===== src/rtl/cc_pkg.sv =====
package cc_pkg;
  // Strobes from the control path to the colour datapath
  typedef struct packed {
    logic load;      // capture a new result
    logic isConst;   // block carries the constant-colour tag
    logic err;       // block is illegal
    logic clampNeg;  // zero negative channels (HDR to shared-exponent)
    logic setNeg;    // legal HDR block with a negative channel
  } ccStrobe_t;

  localparam logic [8:0] CONST_TAG = 9'b111111100;
endpackage


===== src/rtl/cc_ctrl.sv =====
module cc_ctrl
  import cc_pkg::*;
#(
  parameter int HDR_W    = 64,
  parameter int EXT_W    = 13,
  parameter int NUM_COMP = 4
) (
  input  logic                clk,
  input  logic                rstN,
  input  logic                inValid,
  input  logic [HDR_W-1:0]    hdrBits,
  input  logic                hdrEn,
  input  logic                sharedExpSel,
  input  logic [NUM_COMP-1:0] negMask,
  output ccStrobe_t           strobe,
  output logic                outValid,
  output logic                isConst,
  output logic                errFlag
);
  localparam int TAG_W  = 9;
  localparam int HDR_B  = TAG_W;      // HDR/LDR mode bit
  localparam int RSV_LO = TAG_W + 1;  // two reserved bits
  localparam int EXT_LO = RSV_LO + 2;
  localparam int AXES   = 2;
  localparam int EXT_HI = EXT_LO + 2 * AXES * EXT_W - 1;

  logic constHit, hdrBlk, rsvdOk, extOnes, modeOk, extOk, blkErr;
  logic [AXES-1:0] axisOk;

  assign constHit = (hdrBits[TAG_W-1:0] == CONST_TAG);
  assign hdrBlk   = hdrBits[HDR_B];
  assign rsvdOk   = &hdrBits[RSV_LO+1:RSV_LO];
  assign extOnes  = &hdrBits[EXT_HI:EXT_LO];
  assign modeOk   = !hdrBlk || hdrEn;

  genvar a;
  generate
    for (a = 0; a < AXES; a++) begin : g_axis
      logic [EXT_W-1:0] minF, maxF;
      assign minF = hdrBits[EXT_LO + (2*a)   * EXT_W +: EXT_W];
      assign maxF = hdrBits[EXT_LO + (2*a+1) * EXT_W +: EXT_W];
      assign axisOk[a] = (minF < maxF);
    end
  endgenerate

  assign extOk  = extOnes || (&axisOk);
  assign blkErr = constHit && !(rsvdOk && extOk && modeOk);

  always_comb begin
    strobe.load     = inValid;
    strobe.isConst  = constHit;
    strobe.err      = blkErr;
    strobe.clampNeg = constHit && hdrBlk && sharedExpSel;
    strobe.setNeg   = inValid && constHit && hdrBlk && !blkErr && (|negMask);
  end

  always_ff @(posedge clk) begin
    if (!rstN) begin
      outValid <= 1'b0;
      isConst  <= 1'b0;
      errFlag  <= 1'b0;
    end else begin
      outValid <= inValid;
      if (inValid) begin
        isConst <= constHit;
        errFlag <= blkErr;
      end
    end
  end
endmodule


===== src/rtl/cc_datapath.sv =====
module cc_datapath
  import cc_pkg::*;
#(
  parameter int COMP_W   = 16,
  parameter int NUM_COMP = 4
) (
  input  logic                       clk,
  input  logic                       rstN,
  input  logic [NUM_COMP*COMP_W-1:0] colIn,
  input  ccStrobe_t                  strobe,
  input  logic                       clearNeg,
  output logic [NUM_COMP-1:0]        negMask,
  output logic [NUM_COMP*COMP_W-1:0] colOut,
  output logic                       negSeen
);
  localparam int COL_W = NUM_COMP * COMP_W;

  logic [COL_W-1:0] colNext;

  genvar c;
  generate
    for (c = 0; c < NUM_COMP; c++) begin : g_comp
      logic [COMP_W-1:0] chan;
      assign chan       = colIn[c*COMP_W +: COMP_W];
      assign negMask[c] = chan[COMP_W-1] && (|chan[COMP_W-2:0]);
      always_comb begin
        if (!strobe.isConst || strobe.err)
          colNext[c*COMP_W +: COMP_W] = '0;
        else if (strobe.clampNeg && negMask[c])
          colNext[c*COMP_W +: COMP_W] = '0;
        else
          colNext[c*COMP_W +: COMP_W] = chan;
      end
    end
  endgenerate

  always_ff @(posedge clk) begin
    if (!rstN) begin
      colOut  <= '0;
      negSeen <= 1'b0;
    end else begin
      if (strobe.load) colOut <= colNext;
      negSeen <= (negSeen && !clearNeg) || strobe.setNeg;
    end
  end
endmodule


===== src/rtl/cc_block_check.sv =====
module cc_block_check
  import cc_pkg::*;
#(
  parameter int BLOCK_W  = 128,
  parameter int COMP_W   = 16,
  parameter int NUM_COMP = 4,
  parameter int EXT_W    = 13
) (
  input  logic               clk,
  input  logic               rstN,
  input  logic               inValid,
  input  logic [BLOCK_W-1:0] inBlock,
  input  logic               hdrEn,
  input  logic               sharedExpSel,
  input  logic               clearNeg,
  output logic               outValid,
  output logic               errFlag,
  output logic               isConst,
  output logic [COMP_W-1:0]  colR,
  output logic [COMP_W-1:0]  colG,
  output logic [COMP_W-1:0]  colB,
  output logic [COMP_W-1:0]  colA,
  output logic               negSeen
);
  localparam int COL_W = NUM_COMP * COMP_W;
  localparam int HDR_W = BLOCK_W - COL_W;

  ccStrobe_t           strobe;
  logic [NUM_COMP-1:0] negMask;
  logic [COL_W-1:0]    colOut;

  cc_ctrl #(.HDR_W(HDR_W), .EXT_W(EXT_W), .NUM_COMP(NUM_COMP)) u_ctrl (
    .clk(clk), .rstN(rstN), .inValid(inValid),
    .hdrBits(inBlock[HDR_W-1:0]), .hdrEn(hdrEn), .sharedExpSel(sharedExpSel),
    .negMask(negMask), .strobe(strobe),
    .outValid(outValid), .isConst(isConst), .errFlag(errFlag)
  );

  cc_datapath #(.COMP_W(COMP_W), .NUM_COMP(NUM_COMP)) u_dp (
    .clk(clk), .rstN(rstN), .colIn(inBlock[BLOCK_W-1:HDR_W]),
    .strobe(strobe), .clearNeg(clearNeg),
    .negMask(negMask), .colOut(colOut), .negSeen(negSeen)
  );

  assign colR = colOut[0*COMP_W +: COMP_W];
  assign colG = colOut[1*COMP_W +: COMP_W];
  assign colB = colOut[2*COMP_W +: COMP_W];
  assign colA = colOut[3*COMP_W +: COMP_W];
endmodule


===== config.mk =====
export PLATFORM = sky130hd
export DESIGN_NAME = cc_block_check
export DESIGN_NICKNAME = d
export VERILOG_FILES = /design/src/rtl/cc_pkg.sv /design/src/rtl/cc_ctrl.sv /design/src/rtl/cc_datapath.sv /design/src/rtl/cc_block_check.sv
export SDC_FILE = /design/constraint.sdc
export NUM_CORES = 1
export LEC_CHECK = 0
export CAP_MARGIN = 20
export CELL_PAD_IN_SITES_DETAIL_PLACEMENT = 1
export CELL_PAD_IN_SITES_GLOBAL_PLACEMENT = 1
export CORE_MARGIN = 2
export CORE_UTILIZATION = 26
export DETAILED_ROUTE_END_ITERATION = 10
export PLACE_DENSITY_LB_ADDON = 0.15
export SETUP_SLACK_MARGIN = 0.02
export SYNTH_ARGS = -nofsm -noshare
export SYNTH_HDL_FRONTEND = slang
export SYNTH_HIERARCHICAL = 1
export SYNTH_SLANG_ARGS = --single-unit

===== constraint.sdc =====
create_clock -name clk -period 3.67 [get_ports clk]
set_input_delay 0.734 -clock clk [delete_from_list [all_inputs] [get_ports clk]]
set_output_delay 0.734 -clock clk [all_outputs]
set_load 0.005 [all_outputs]

## Yosys cells after proc, flatten, opt, wreduce, memory -nomap -nowiden

Cells that the tools add are included.

- Logic and storage cells: 51
- Input port bits: 134
- Flip-flop bits (word level): 68
- Output and inout port bits: 68

- Mux-type cells: 8
- Equality and inequality tests: 1
- Reduce and logical (&&, ||, !) cells: 35
- $lt $le $gt $ge: 2

Operators with widths:

| operator | number |
|---|---|
| 16-bit two-way mux | 8 |
| 15-bit OR reduction | 4 |
| 52-bit AND reduction | 1 |
| 13-bit less-than comparator | 2 |
| 1-bit logical AND | 18 |
| 9-bit equality test (second input constant) | 1 |
| 1-bit logical NOT | 5 |
| 1-bit logical OR | 4 |
| 2-bit AND reduction | 2 |
| 4-bit OR reduction | 1 |

## Logic depth before layout (Yosys ltp)

Gate-level depths: netlist of the first run.

- Depth after elaboration: 11
- Mapped depth: 13
- Gate-level depth less buffers: 10

## Cells and area by module

The synthesis of the first run kept the hierarchy.

Modules (own cells, without submodules):

| module | area each (um^2) | times used | seq. area each (um^2) | cells an instance |
|---|---|---|---|---|
| cc_datapath | 2,270.9 | 1 | 1,301.2 | 188 |
| cc_ctrl | 933.4 | 1 | 60.1 | 128 |

## Worst setup path after synthesis of the first run

OpenSTA, ideal clock, no wires.

- Kind: in2reg
- Start point: input inBlock[37]
- End point: register u_dp.colOut[15]
- Cell stages on the path: 13
- Setup time: 0.122 ns
- Buffers on the path: 3
- Required time: 3.548 ns
- Path slack: 0.907 ns
- Data arrival time: 2.641 ns
- Cell sequence: inv_1 > ha_1 > nand2_1 > o41ai_1 > a31oi_1 > a41o_1 > a21boi_1 > buf_4 > and4b_1 > buf_2 > buf_6 > a32oi_1 > o21ai_1

- Word-level cells in the longest chain between the ends: 9
- Elaborated cells between the ends (all ways): 10
- Classes of those cells: order compare (1); mux (1); reduce/logical (8)

RTL lines:

| element | RTL line | source |
|---|---|---|
| from (decl) | cc_block_check.sv:12 | `input logic [BLOCK_W-1:0] inBlock,` |
| 13-bit less-than comparator | cc_ctrl.sv:42 | `assign axisOk[a] = (minF < maxF);` |
| 2-bit AND reduction | cc_ctrl.sv:46 | `assign extOk = extOnes \|\| (&axisOk);` |
| 1-bit logical OR * | cc_ctrl.sv:46 |  |
| 1-bit logical AND * (2 in a row) | cc_ctrl.sv:47 | `assign blkErr = constHit && !(rsvdOk && extOk && modeOk);` |
| 1-bit logical NOT * | cc_ctrl.sv:47 |  |
| 1-bit logical AND * | cc_ctrl.sv:47 |  |
| named net u_ctrl.blkErr | cc_ctrl.sv:27 | `logic constHit, hdrBlk, rsvdOk, extOnes, modeOk, extOk, blkErr;` |
| 1-bit logical OR * | cc_datapath.sv:27 | `if (!strobe.isConst \|\| strobe.err)` |
| 16-bit two-way mux * | cc_datapath.sv:27 |  |
| to (signal assigned) | cc_datapath.sv:42 | `if (strobe.load) colOut <= colNext;` |
| to (decl) | cc_datapath.sv:13 | `output logic [NUM_COMP*COMP_W-1:0] colOut,` |

The timed path passes the listed nets; every way through them passes the cells marked *.
A chain may end at the register's enable or synchronous reset.

==> flow_summary.toml, run 1 <==
[flow_run]
maxCapViolations = 0

[sta]
worst_pin_slew_ps = 696.4
fin_tns_setup_ps = 0
max-slew-margin-rel_pct = 53.57
fin_crit_sh_pct = 83.45
hold_viol = 0
drv_slew = 0
rsz0062_at_grt = "no"
finalClockSkew_ps = 0
fmax_ghz = 0.3265
finalSetupViolCount = 0
period_minus_slack_ps = 3063

[clock_tree]
insertion_delay_ps = 320
post_cts_buffers = 0
cts_root_buf = "clkbuf_16"
hold_buffers = 0
cts_buffer_depth = 2
ctsHtreeMaxLevel = 3
cts_made_buffers = 9
cts_tree = "yes"
path_clk_slew_ps = 60
cts_resized = 0
numClockSinks = 68

[yosys]
syn_area_per_cell_um2 = 10.14
synth_edf_count = 0
yosys-top-cells-area = "dfxtp_1, a32o_1, ha_1"
synth_common_cells = "dfxtp_1, a32o_1, a22o_1"
synth_area_um2 = 3204
synth-main-ff-cell = "dfxtp_1"
yosysMostFrequentCell = "dfxtp_1"
async_flop_share_pct = 0
synthCells = 316
synth_top_area_share_pct = 42.48
synth.largest_area_cell = "dfxtp_1"
ys_ff_latch = 68
seq_area_frac_synth_pct = 42.48
yosysWarnings = 6
synth_nets = 474
netlist-cell-type-count = 39

[drt]
wl_per_cell_um = 17.52
drtIter0Drc = 184
ant_nets = 0
wirelength_um = 11690
routed_via_density = 5.055
vias = 3372
drcViolationCount = 0
dr.pass1.iters = 4

[setup_path]
path_class = "input port to register"
cpMaxStageDelayCell = "clkdlybuf4s50_1"
critPathLaunchType = "input port"
endpoint_kind = "register"
cp.required_ps = 3930
slowest_delay_ps = 480
path_cells = "clkdlybuf4s50_1 > inv_1 > ha_1 > a211oi_1 > o41ai_1 > a31oi_1 > a41o_1 > a21boi_1 > nand4b_2 > a21oi_2 > a22o_1"
crit_fanout = 7
worstPathArrival_ps = 3330

[power]
p_int_w = 0.001429
ir_drop_v = 0.0002121
power_density_nw_per_um2 = 330.9
clock_power_share_pct = 46.3
switching_share_pct = 23.30
pwr-share-comb_pct = 14.0
p_sw_w = 0.0004341
power_leakage_nw = 2.110
seq_power_share_pct = 39.7

[grt]
grtUsageTotal_pct = 17.34
grt_pass1_vias = 3573
overflow = 0
antenna_found_initial = 0
grt_max_degree = 65
grt_first_pass_wirelength_um = 18040

[final_layout]
diodes = 0
final_core_utilization_pct = 46.88
final_nets = 673
drive_gt1_share_pct = 5.577
area_growth_pct = 75.71
fillers = 1370

[place]
io_buffers = 201
dp_hpwl_um = 9472
gp_congestion = 0.7894

[floorplanning]
coreArea_um2 = 12010
dieArea_um2 = 13230
die_h_um = 115.0
start_util_pct = 26.68
rows = 40
die_w_um = 115.0
io_pins = 202

[min_path]
hold_path.class = "register to register"

[outcome]
status = "completed"
cell families (layout without fill, tap and decap cells):
kind of cell               count (synthesis)  count (layout)  synth area share [%]
AOI/OAI and AO/OA                         99              99                 25.97
and+or+nand+nor                           80              80                 14.84
DFF                                       68              68                 42.48
buffers and inverters                     43             247                 6.677
adders and majority gates                 24              24                 9.371
muxes                                      2               2                0.6638
metrics by stage:
| step | instance area [µm²] | hold WS [ps] | total power [W] | setup WS, ps | std cells |
|---|---|---|---|---|---|
| 6_report | 5630 | 463.3 | 0.001863 | 607.3 | 667 |
| 5_1_grt | 5630 | 479.3 | 0.001949 | 383.8 | 667 |
| 3_3_place_gp | 5330 | 447.4 | 0.001015 | 326.7 | 651 |
| 3_5_place_dp | 5330 | 454.8 | 0.001018 | 254.2 | 651 |
| 2_1_floorplan | 3204 | 465.7 | 0.0008271 | 907.3 | 316 |
| 4_1_cts | 5630 | 468.5 | 0.001891 | 574.9 | 667 |
power by group through the flow:
stage	registers, W	logic, W	clock network, W
after floorplan	0.000756	0.0000713	0
after global placement	0.000756	0.000259	0
after detailed placement	0.000756	0.000263	0
after CTS	0.000739	0.000265	0.000887
after global routing	0.000739	0.000288	0.000922
final	0.000739	0.000262	0.000862
flip-flops by register name, summed over array words and instances, names as in the netlist:
| name | cells |
|---|---|
| u_ctrl/isConst | 1 |
| u_dp/colOut | 64 |
| u_ctrl/errFlag | 1 |
| u_dp/negSeen | 1 |
| u_ctrl/outValid | 1 |
critical path, delay by kind of cell:
family	cells	cell delay (ps)
compound gates	7	1440
simple gates	1	330
buf+inv	2	530
fa+ha+maj	1	300
path summary, 6_finish.rpt:
path                                                   start                            to  slack (ps)  cells after the start
worst min-delay path            u_dp/colOut[53]$_SDFFE_PN0P_  u_dp/colOut[53]$_SDFFE_PN0P_         460                      1
worst max register to register   u_ctrl/errFlag$_SDFFE_PN0P_   u_ctrl/errFlag$_SDFFE_PN0P_        2870                      3
worst max-delay path                             inBlock[37]  u_dp/colOut[56]$_SDFFE_PN0P_         610                     11
worst min register to register  u_dp/colOut[53]$_SDFFE_PN0P_  u_dp/colOut[53]$_SDFFE_PN0P_         460                      1
layer usage:
layer	share of wire [%]	track usage, %	routed length (µm)
met5	0	0	0
met4	1.5	4.578	172
met3	6.6	4.586	774
met2	48	30.31	5639
met1	44	21.10	5101
final cells by class:
| cell class | instances | area, µm² | share of cell area [%] |
|---|---|---|---|
| timing repair buffer | 204 | 2047 | 36.36 |
| sequential | 68 | 1361 | 24.18 |
| inverter | 27 | 101.3 | 1.800 |
| multi-input combinational | 205 | 1637 | 29.07 |
| clock buffer | 9 | 225.2 | 4.000 |
| clock inverter | 7 | 75.07 | 1.333 |
| tap | 147 | 183.9 | 3.267 |
placed cells by master (no fill, tap or decap), types with 2 or more instances in the layout:
master,netlist,final
buf_4,3,2
a31oi_1,2,2
a32o_1,32,32
clkinvlp_4,0,3
clkdlybuf4s50_1,0,201
a21oi_1,7,7
dfxtp_1,68,68
clkbuf_16,0,9
nor4_1,14,14
ha_1,24,24
and3_1,2,2
nand4_1,19,19
nor3b_1,2,2
nand2b_1,2,2
o21ai_1,5,5
a32oi_1,5,5
o21ai_0,7,7
a22o_1,28,28
nor2b_1,4,3
o41ai_1,2,2
a211oi_1,2,2
nor3_1,8,8
nor2_1,3,3
inv_1,27,27
a21oi_2,4,4
nand2_1,16,16
and2_1,5,5
(Power assumes the default switching activity.)
==> inputs of run 2 (changes only) <==
==> constraint.sdc (replaced) <==
create_clock -name clk -period 3.1 [get_ports clk]
set_input_delay 0.62 -clock clk [delete_from_list [all_inputs] [get_ports clk]]
set_output_delay 0.62 -clock clk [all_outputs]
set_load 0.005 [all_outputs]
==> run 2 against run 1 <==
Effect of this change:
- via count rose by 0.86%
- global-route usage rose by 0.75 points
- sequential cell count did not move
- clock skew did not move
- critical path type unchanged
- largest power group unchanged
==> flow_summary.toml, run 2 (synthesis gave the netlist of run 1 again) <==
[clock_tree]
cts_made_buffers = 9
cts_root_buf = "clkbuf_16"
ctsHtreeMaxLevel = 3
numClockSinks = 68
post_cts_buffers = 0
insertion_delay_ps = 330
cts_resized = 1
cts_buffer_depth = 2
path_clk_slew_ps = 60
hold_buffers = 0
cts_tree = "yes"

[power]
power_density_nw_per_um2 = 388.7
ir_drop_v = 0.0001953
power_leakage_nw = 2.157
total_power_w = 0.002216

[final_layout]
drive_gt1_share_pct = 6.667
final_nets = 678
diodes = 0
largest_reg_flops = 64
multi_input_area_um2 = 1665
regMostFlops = "u_dp/colOut"
area.sequential_um2 = 1361
area_growth_pct = 77.94
final_common_cell = "clkdlybuf4s50_1"
final_core_utilization_pct = 47.47
fillers = 1342
layout_common_cells = "clkdlybuf4s50_1, dfxtp_1, a32o_1, a22o_1, inv_1"

[grt]
overflow = 0
grtUsageTotal_pct = 18.09
grt_first_pass_wirelength_um = 18840
grt_max_degree = 65
antenna_found_initial = 0
grt_pass1_vias = 3634

[place]
dp_hpwl_um = 9734
gp_congestion = 0.8225
io_buffers = 201

[floorplanning]
io_pins = 202
die_w_um = 115.0
start_util_pct = 26.68
rows = 40
dieArea_um2 = 13230
coreArea_um2 = 12010
die_h_um = 115.0

[drt]
wl_per_cell_um = 17.93
drtIter0Drc = 163
drcViolationCount = 0
wirelength_um = 12050
dr.pass1.iters = 4
ant_nets = 0
vias = 3401
routed_via_density = 5.061

[sta]
period_minus_slack_ps = 2882
fin_crit_sh_pct = 92.96
worst_pin_slew_ps = 514.9
hold_viol = 0
max-slew-margin-rel_pct = 65.41
finalSetupViolCount = 0
fmax_ghz = 0.3470
drv_slew = 0
finalClockSkew_ps = 0
rsz0062_at_grt = "no"

[setup_path]
critPathLaunchType = "input port"
cp.required_ps = 3360
r2r_cells = 3
worstPathArrival_ps = 3140
endpoint_kind = "register"
crit_fanout = 40
path_class = "input port to register"

[flow_run]
maxCapViolations = 0

[min_path]
hold_depth = 1
hold_path.class = "register to register"

[outcome]
status = "completed"
## run 2: changes by cell type in the layout (fill, tap and decap cells not counted), sizes merged
cell	before	now
clkbuf	9	10
buf	3	8
clkinvlp	3	2
## run 2: area by class of cell
| type | count | area share (%) |
|---|---|---|
| clock inverter | 6 | 1.119 |
| multi-input combinational | 205 | 29.21 |
| sequential | 68 | 23.88 |
| timing repair buffer | 209 | 36.78 |
| clock buffer | 10 | 4.016 |
| inverter | 27 | 1.777 |
| tap | 147 | 3.226 |
## run 2: through the flow
step / setup WS [ps] / setup TNS, ps / hold slack [ps] / std cells / area (µm²)
detailed placement: -343.4 / -11940 / 456.7 / 656 / 5380
floorplan: 451.3 / 0 / 465.7 / 316 / 3204
global route: 5.676 / 0 / 481.0 / 672 / 5702
finish: 218.3 / 0 / 468.7 / 672 / 5702
global placement: -266.7 / -8914 / 445.1 / 656 / 5380
CTS: 47.20 / 0 / 472.7 / 672 / 5680
## run 2: report_power, final
group	total [W]	switching (W)	internal, W	leakage (nW)
combinational	0.000324	0.000125	0.000200	1.47
sequential	0.000875	0.000000391	0.000875	0.548
clock	0.00102	0.000394	0.000623	0.139
## run 2: path summary, 6_finish.rpt
| path | from | end | slack, ps |
|---|---|---|---|
| hold reg to reg | u_dp/colOut[52]$_SDFFE_PN0P_ | u_dp/colOut[52]$_SDFFE_PN0P_ | 470 |
| hold / removal | u_dp/colOut[52]$_SDFFE_PN0P_ | u_dp/colOut[52]$_SDFFE_PN0P_ | 470 |
| setup / recovery | inBlock[37] | u_dp/colOut[63]$_SDFFE_PN0P_ | 220 |
| setup reg to reg | u_ctrl/errFlag$_SDFFE_PN0P_ | u_ctrl/errFlag$_SDFFE_PN0P_ | 2290 |
## run 2: layer usage
metal	GRT usage (%)	part of all wire, %	up-vias
met3	4.797	7.3	9
met5	0	0	-
met4	4.819	0.85	0
li1	-	-	1657
met2	31.88	49	122
met1	21.79	42	1613
## run 2: worst max-delay path: stages
cell and delay, ps:
clkdlybuf4s50_1 470, inv_1 40, ha_1 300, a211oi_1 360
o41ai_2 130, a31oi_1 170, a41o_1 220, a21boi_1 90
and4b_1 310, buf_12 220, a32oi_1 120, o21ai_1 80
==> inputs of run 3 (changes only) <==
--- a/config.mk
+++ b/config.mk
@@ -5,6 +5,7 @@
 export SDC_FILE = /design/constraint.sdc
 export NUM_CORES = 1
 export LEC_CHECK = 0
+export ABC_CLOCK_PERIOD_IN_PS = 3100
 export CAP_MARGIN = 20
 export CELL_PAD_IN_SITES_DETAIL_PLACEMENT = 1
 export CELL_PAD_IN_SITES_GLOBAL_PLACEMENT = 1
==> results of run 3 <==
Same layout as run 2: the final DEF is identical, and so are final timing and power.
